## config.mk

```make
export PLATFORM = sky130hd
export DESIGN_NAME = lwsram
export DESIGN_NICKNAME = d
export VERILOG_FILES = /design/src/rtl/lwsram_pkg.sv /design/src/rtl/lwsram_ctrl.sv /design/src/rtl/lwsram_datapath.sv /design/src/rtl/lwsram.sv
export SDC_FILE = /design/constraint.sdc
export NUM_CORES = 1
export LEC_CHECK = 0
export BUFFER_PORTS_ARGS = -buffer_cell sky130_fd_sc_hd__buf_2
export CAP_MARGIN = 20
export CORE_MARGIN = 2
export CORE_UTILIZATION = 47
export CTS_BUF_LIST = sky130_fd_sc_hd__clkbuf_8
export CTS_CLUSTER_SIZE = 12
export DETAILED_ROUTE_END_ITERATION = 12
export PLACE_DENSITY = 0.74
export SLEW_MARGIN = 10
export SYNTH_ARGS = -nofsm -noshare
export SYNTH_HDL_FRONTEND = slang
export SYNTH_HIERARCHICAL = 1
export SYNTH_SLANG_ARGS = --single-unit
```

## constraint.sdc

```tcl
create_clock -name clk -period 5.5 [get_ports clk]
set_input_delay 1.1 -clock clk [delete_from_list [all_inputs] [get_ports clk]]
set_output_delay 1.1 -clock clk [all_outputs]
set_load 0.03 [all_outputs]
```

## src/rtl/lwsram_pkg.sv

```systemverilog
package lwsram_pkg;

  typedef enum logic [1:0] {
    CMD_NONE  = 2'd0,
    CMD_READ  = 2'd1,
    CMD_WRITE = 2'd2
  } cmdKind_e;

  // Strobes passed from control to datapath
  typedef struct packed {
    logic adv;        // this edge is accepted
    logic flow;       // flow-through timing
    logic rdCapture;  // register the looked-up word into the output register
    logic wrCommit;   // the write slot is completed at this edge
    logic busRead;    // the slot facing the bus is a read
  } strobes_t;

endpackage

```

## src/rtl/lwsram_ctrl.sv

```systemverilog
module lwsram_ctrl
  import lwsram_pkg::*;
#(
  parameter int ADDR_W    = 4,
  parameter int NUM_BYTES = 4
) (
  input  logic                 clk,
  input  logic                 rstN,
  input  logic                 flowMode,
  input  logic                 clkEnN,
  input  logic                 ce1N,
  input  logic                 ce2,
  input  logic                 ce3N,
  input  logic                 advLd,
  input  logic                 weN,
  input  logic [NUM_BYTES-1:0] byteEnN,
  input  logic [ADDR_W-1:0]    addr,
  output strobes_t             stb,
  output logic [ADDR_W-1:0]    rdAddr,
  output logic [ADDR_W-1:0]    wrAddr,
  output logic [NUM_BYTES-1:0] wrMask
);

  logic                 selected;
  cmdKind_e             burstKind, nextKind, slotKind;
  logic [ADDR_W-1:0]    burstAddr, nextAddr;
  logic [NUM_BYTES-1:0] nextMask;

  cmdKind_e             s1Kind, s2Kind;
  logic [ADDR_W-1:0]    s1Addr, s2Addr;
  logic [NUM_BYTES-1:0] s1Mask, s2Mask;

  always_comb begin
    selected = !ce1N && ce2 && !ce3N;
    nextAddr = burstAddr;
    nextKind = burstKind;
    if (!advLd) begin
      nextAddr = addr;
      if (!selected)  nextKind = CMD_NONE;
      else if (weN)   nextKind = CMD_READ;
      else            nextKind = CMD_WRITE;
    end else begin
      nextAddr[1:0] = burstAddr[1:0] + 2'd1;
    end
    nextMask = (nextKind == CMD_WRITE) ? ~byteEnN : '0;
    // an empty byte mask turns the slot into a no-op but keeps the burst kind
    slotKind = (nextKind == CMD_WRITE && nextMask == '0) ? CMD_NONE : nextKind;
  end

  always_ff @(posedge clk or negedge rstN) begin
    if (!rstN) begin
      burstKind <= CMD_NONE;
      burstAddr <= '0;
      s1Kind    <= CMD_NONE;
      s1Addr    <= '0;
      s1Mask    <= '0;
      s2Kind    <= CMD_NONE;
      s2Addr    <= '0;
      s2Mask    <= '0;
    end else if (!clkEnN) begin
      burstKind <= nextKind;
      burstAddr <= nextAddr;
      s1Kind    <= slotKind;
      s1Addr    <= nextAddr;
      s1Mask    <= nextMask;
      s2Kind    <= s1Kind;
      s2Addr    <= s1Addr;
      s2Mask    <= s1Mask;
    end
  end

  always_comb begin
    stb.adv       = !clkEnN;
    stb.flow      = flowMode;
    stb.rdCapture = !flowMode && (s1Kind == CMD_READ);
    stb.wrCommit  = flowMode ? (s1Kind == CMD_WRITE) : (s2Kind == CMD_WRITE);
    stb.busRead   = flowMode ? (s1Kind == CMD_READ)  : (s2Kind == CMD_READ);
    rdAddr        = s1Addr;
    wrAddr        = flowMode ? s1Addr : s2Addr;
    wrMask        = flowMode ? s1Mask : s2Mask;
  end

endmodule

```

## src/rtl/lwsram_datapath.sv

```systemverilog
module lwsram_datapath
  import lwsram_pkg::*;
#(
  parameter int ADDR_W    = 4,
  parameter int NUM_BYTES = 4,
  parameter int BYTE_W    = 9
) (
  input  logic                        clk,
  input  logic                        rstN,
  input  strobes_t                    stb,
  input  logic [ADDR_W-1:0]           rdAddr,
  input  logic [ADDR_W-1:0]           wrAddr,
  input  logic [NUM_BYTES-1:0]        wrMask,
  input  logic [NUM_BYTES*BYTE_W-1:0] wrData,
  input  logic                        oeN,
  output logic [NUM_BYTES*BYTE_W-1:0] rdData,
  output logic                        rdDrive
);

  localparam int DATA_W = NUM_BYTES * BYTE_W;
  localparam int DEPTH  = 1 << ADDR_W;

  logic [DATA_W-1:0] mem [DEPTH];
  logic [DATA_W-1:0] arrayWord, mergedWord, outReg;
  logic              addrHit, driveNow;

  assign arrayWord = mem[rdAddr];
  assign addrHit   = stb.wrCommit && (wrAddr == rdAddr);

  // bytes completing at this edge override the stale array contents
  for (genvar b = 0; b < NUM_BYTES; b++) begin : g_merge
    assign mergedWord[b*BYTE_W +: BYTE_W] =
      (addrHit && wrMask[b]) ? wrData[b*BYTE_W +: BYTE_W] : arrayWord[b*BYTE_W +: BYTE_W];
  end

  always_ff @(posedge clk) begin
    if (stb.adv && stb.wrCommit) begin
      for (int b = 0; b < NUM_BYTES; b++) begin
        if (wrMask[b]) mem[wrAddr][b*BYTE_W +: BYTE_W] <= wrData[b*BYTE_W +: BYTE_W];
      end
    end
  end

  always_ff @(posedge clk or negedge rstN) begin
    if (!rstN)                         outReg <= '0;
    else if (stb.adv && stb.rdCapture) outReg <= mergedWord;
  end

  assign driveNow = stb.busRead && !oeN;
  assign rdDrive  = driveNow;
  assign rdData   = driveNow ? (stb.flow ? mergedWord : outReg) : '0;

endmodule

```

## src/rtl/lwsram.sv

```systemverilog
module lwsram
  import lwsram_pkg::*;
#(
  parameter int ADDR_W    = 4,   // at least 2: the burst steps bits [1:0]
  parameter int NUM_BYTES = 4,
  parameter int BYTE_W    = 9
) (
  input  logic                        clk,
  input  logic                        rstN,
  input  logic                        flowMode,
  input  logic                        clkEnN,
  input  logic                        ce1N,
  input  logic                        ce2,
  input  logic                        ce3N,
  input  logic                        advLd,
  input  logic                        weN,
  input  logic [NUM_BYTES-1:0]        byteEnN,
  input  logic [ADDR_W-1:0]           addr,
  input  logic [NUM_BYTES*BYTE_W-1:0] wrData,
  input  logic                        oeN,
  output logic [NUM_BYTES*BYTE_W-1:0] rdData,
  output logic                        rdDrive
);

  strobes_t             stb;
  logic [ADDR_W-1:0]    rdAddr, wrAddr;
  logic [NUM_BYTES-1:0] wrMask;

  lwsram_ctrl #(.ADDR_W(ADDR_W), .NUM_BYTES(NUM_BYTES)) u_ctrl (
    .clk(clk), .rstN(rstN), .flowMode(flowMode), .clkEnN(clkEnN),
    .ce1N(ce1N), .ce2(ce2), .ce3N(ce3N), .advLd(advLd), .weN(weN),
    .byteEnN(byteEnN), .addr(addr),
    .stb(stb), .rdAddr(rdAddr), .wrAddr(wrAddr), .wrMask(wrMask)
  );

  lwsram_datapath #(.ADDR_W(ADDR_W), .NUM_BYTES(NUM_BYTES), .BYTE_W(BYTE_W)) u_dp (
    .clk(clk), .rstN(rstN), .stb(stb), .rdAddr(rdAddr), .wrAddr(wrAddr),
    .wrMask(wrMask), .wrData(wrData), .oeN(oeN),
    .rdData(rdData), .rdDrive(rdDrive)
  );

endmodule

```

==> flow_metrics.py <==
metrics = {
    "synth": {
        "netlist_instances": 1459,
        "count_of_cell_types_in_the_netlist": 41,
        "syn_area_per_cell_um2": 17.8,
        "synthTopCellsByArea": "edfxtp_1 67%, mux4_2 12%, dfrtp_1 5.5%",
        "yosys_most_used_dff": "edfxtp_1",
        "syn_area_um2": 26000,
        "fraction_of_post_synthesis_cell_area_in_the_top_cell_type_by_area_pct": 66.5,
        "synth_enable_flop_cells": 576,
        "async_reset_ff_share_pct": 9.00,
        "postSynthRegisterBits": 633,
        "share_of_the_yosys_chip_area_belonging_to_registers_pct": 72.0,
        "synth.net_count": 1513,
        "synth_warnings": 6,
        "yosys.area.top_type": "edfxtp_1",
    },
    "cts": {
        "cts_buffer_count": 96,
        "clock_latency_ns": 0.67,
        "path_clk_slew_ns": 0.06,
        "clock_tree_from_tritoncts": "done",
        "post-cts-setup-buffers": 0,
        "clockRootBuffer": "clkbuf_8",
        "count_of_clock_tree_sinks": 633,
        "cts-htree-levels": 3,
        "post_cts.resized_instances": 0,
        "cts.path.max_buffers": 3,
        "cts_hold_buffers": 0,
    },
    "setup_path": {
        "timing.critical_path.mode_cell": "buf_2",
        "rr_startpoint": "u_ctrl/rdAddr[1]$_DFFE_PN0N_",
        "regToRegEndpoint": "u_dp/outReg[24]$_DFFE_PN0P_",
        "critPathLaunchType": "input port",
        "worst_reg2reg_setup_slack_ns": 2.45,
        "cp_data_required_time_ns": 4.40,
        "worst_path_largest_cell_delay_ns": 0.58,
        "worst_path_slowest_cell": "o31ai_4",
        "path_cells": "buf_2 > mux2_1 > xnor2_1 > nand3_2 > buf_12 > o31ai_4 > o211ai_1 > buf_2",
        "timing.critical_path.to_type": "output port",
        "critical_path_class": "in2out",
        "worst-path-max-fanout": 34,
        "critical_path_arrival_ns": 3.92,
        "r2r_cells": 6,
    },
    "sta": {
        "timing_hold_violations_final": 0,
        "fin_worst_skew_ns": 0.0303,
        "setup_viol": 0,
        "slew_headroom_pct": 28.5,
        "worst_hold_check_slack_ns": 0.488,
        "slew_violations": 0,
        "period_share_pct": 91.2,
        "worst_pin_slew_ns": 1.07,
        "period_minus_slack_ns": 5.02,
        "max_freq_mhz": 199,
        "setup-tns-final_ns": 0,
        "rsz_0062_raised_after_global_routing": "false",
    },
    "route": {
        "route.detailed.vias_per_inst": 6.13,
        "drt_first_pass_iters": 7,
        "vias": 14402,
        "post-route-drc-count": 0,
        "drt_first_iter_violations": 1221,
        "finalWirelength_um": 58300,
        "route.detailed.wl_per_inst_um": 24.8,
        "detail-route-antenna-nets": 0,
    },
    "flow_run": {
        "count_of_max_cap_constraint_violations": 0,
    },
    "floorplanning": {
        "design.portCount": 91,
        "rows": 86,
        "starting_density_pct": 47.4,
        "die_area_um2": 57200,
        "die_x_um": 239,
        "fp.coreArea_um2": 54900,
        "dieHeight_um": 239,
    },
    "hold_path": {
        "min_delay_path_depth": 1,
        "timing.hold.worst_endpoint": "u_ctrl/s2Mask[0]$_DFFE_PN0N_",
        "min_path_type": "reg2reg",
        "hp-start": "u_ctrl/s2Mask[0]$_DFFE_PN0N_",
    },
    "global_routing": {
        "first_global_vias": 14400,
        "grt.met3_usage_pct": 3.77,
        "global_route_wire_length_before_repair_um": 87100,
        "total_routing_resource_utilization_after_global_routing_pct": 20.6,
        "globalRoute.busiestLayer": "met2",
        "grt_start_max_net_pins": 147,
        "grt_use_met2_pct": 34.1,
        "grt_util_met1_pct": 27.0,
        "grt_antenna_before_repair": 1,
        "global_route.overflow_total": 0,
    },
    "placement": {
        "place_congestion": 0.804,
        "port-buffer-count": 90,
        "place.detailed.hpwl_um": 36300,
    },
    "finish": {
        "n_antenna_cell": 0,
        "num-nets-final": 1627,
        "final_layout_size_suffix_gt1_share_pct": 25.1,
        "area_growth_syn_to_layout_pct": 11.2,
        "fill_cells": 4277,
    },
    "power": {
        "vdd_drop_max_mv": 0.188,
        "powerDensity_nw_per_um2": 367,
        "leakage_power_summed_over_all_cells_nw": 9.37,
    },
    "status": {
        "outcome": "complete, no violations",
    },
}
[layout by cell type, fill, tap and decap left out, types with 4 or more instances in the layout]
cell type	instances
edfxtp_1	576
mux4_2	144
nand2_1	159
clkinv_1	15
nand3_1	14
mux2_1	8
o31ai_2	4
a22o_1	72
o41a_1	36
a21oi_1	5
nor2_1	107
o211ai_1	36
buf_4	24
o31ai_4	4
or4_1	36
inv_1	48
dfrtp_1	55
o21ai_1	40
mux2_2	9
buf_2	90
nor2_2	5
clkinv_2	5
clkbuf_8	111
xnor2_1	4
nor2b_1	5
[cell usage after synthesis (2+ instances only)]
| library cell | count |
|---|---|
| mux2i_1 | 2 |
| buf_1 | 3 |
| xnor2_1 | 4 |
| o31ai_2 | 4 |
| nand3_1 | 14 |
| and2_1 | 2 |
| nor2_2 | 5 |
| o21ai_0 | 3 |
| inv_1 | 10 |
| o41a_1 | 36 |
| buf_4 | 3 |
| mux2_1 | 8 |
| o211ai_1 | 36 |
| nand4_1 | 2 |
| dfrtp_1 | 57 |
| or4_1 | 36 |
| buf_2 | 22 |
| nand2_1 | 160 |
| o21ai_1 | 40 |
| edfxtp_1 | 576 |
| nor2_1 | 108 |
| mux2_2 | 9 |
| and3b_1 | 2 |
| a22o_1 | 72 |
| mux4_2 | 144 |
| a21oi_1 | 5 |
| clkbuf_1 | 64 |
| o31ai_4 | 4 |
| nor2b_1 | 8 |
| buf_6 | 9 |
[routing by layer]
metal  vias up  routed length [µm]
met5         -                  11
met1      7553               23200
met2       598               29300
li1       6145                   -
met4         2                1690
met3       104                4200
[stage by stage]
| step | total power, mW | utilization [%] | cell area (µm²) | worst slack [ns] | std cells |
|---|---|---|---|---|---|
| 2_1_floorplan | 6.65 | - | 26000 | 1.30 | 1459 |
| 3_3_place_gp | 7.07 | 49.4 | 27100 | 0.637 | 2175 |
| 3_5_place_dp | 7.11 | 49.4 | 27100 | 0.585 | 2175 |
| 4_1_cts | 10.7 | 52.6 | 28900 | 0.563 | 2346 |
| 5_1_grt | 11.0 | 52.7 | 28900 | 0.487 | 2350 |
| 6_report | 10.6 | 52.7 | 28900 | 0.482 | 2350 |
[how the worst max path moves through the flow]
stage               slack [ns]    endpoint     start
finish                    0.48  rdData[11]  flowMode
global route              0.49  rdData[21]  flowMode
CTS                       0.56   rdData[7]  flowMode
detailed placement        0.59   rdData[7]  flowMode
global placement          0.64   rdData[7]  flowMode
floorplan                 1.30   rdData[0]  flowMode
[flip-flops by register name, indices dropped and copies added, names as in the netlist]
| name | flops |
|---|---|
| u_ctrl/s2Kind | 2 |
| u_ctrl/burstKind | 2 |
| u_ctrl/s1Mask | 4 |
| u_ctrl/s2Addr | 4 |
| u_ctrl/s1Kind | 1 |
| u_ctrl/s2Mask | 4 |
| u_ctrl/rdAddr | 4 |
| u_dp/mem | 576 |
| u_dp/outReg | 36 |
[area by class of cell]
cell class | instances | area, µm² | area share [%]
Clock buffer | 111 | 1530 | 5.28
Clock inverter | 60 | 263 | 0.909
Inverter | 10 | 37.5 | 0.130
Multi-Input combinational cell | 715 | 6790 | 23.5
Sequential cell | 633 | 18700 | 64.8
Tap cell | 704 | 881 | 3.05
Timing Repair Buffer | 117 | 682 | 2.36
[worst max-delay path: cells and delay by family]
kind	cells	cell delay, ns
XOR/XNOR	1	0.22
AND/OR/NAND/NOR	1	0.35
multiplexers	1	0.48
buffers and inverters	3	0.86
AO/OA/AOI/OAI	2	0.90
[kinds of logic after synthesis]
family / Yosys count / synth area share [%]
DFF: 633 / 72.0
muxes: 163 / 13.3
AOI/OAI and AO/OA: 205 / 6.70
xor gates and xnor gates: 4 / 0.135
and+or+nand+nor: 343 / 5.87
buffers and inverters: 111 / 2.01
[power breakdown]
group	switching (mW)	internal [mW]
Combinational	0.886	0.662
Clock	1.71	1.87
Sequential	0.0919	5.38
Note: power is estimated with default switching activity, not from simulation.
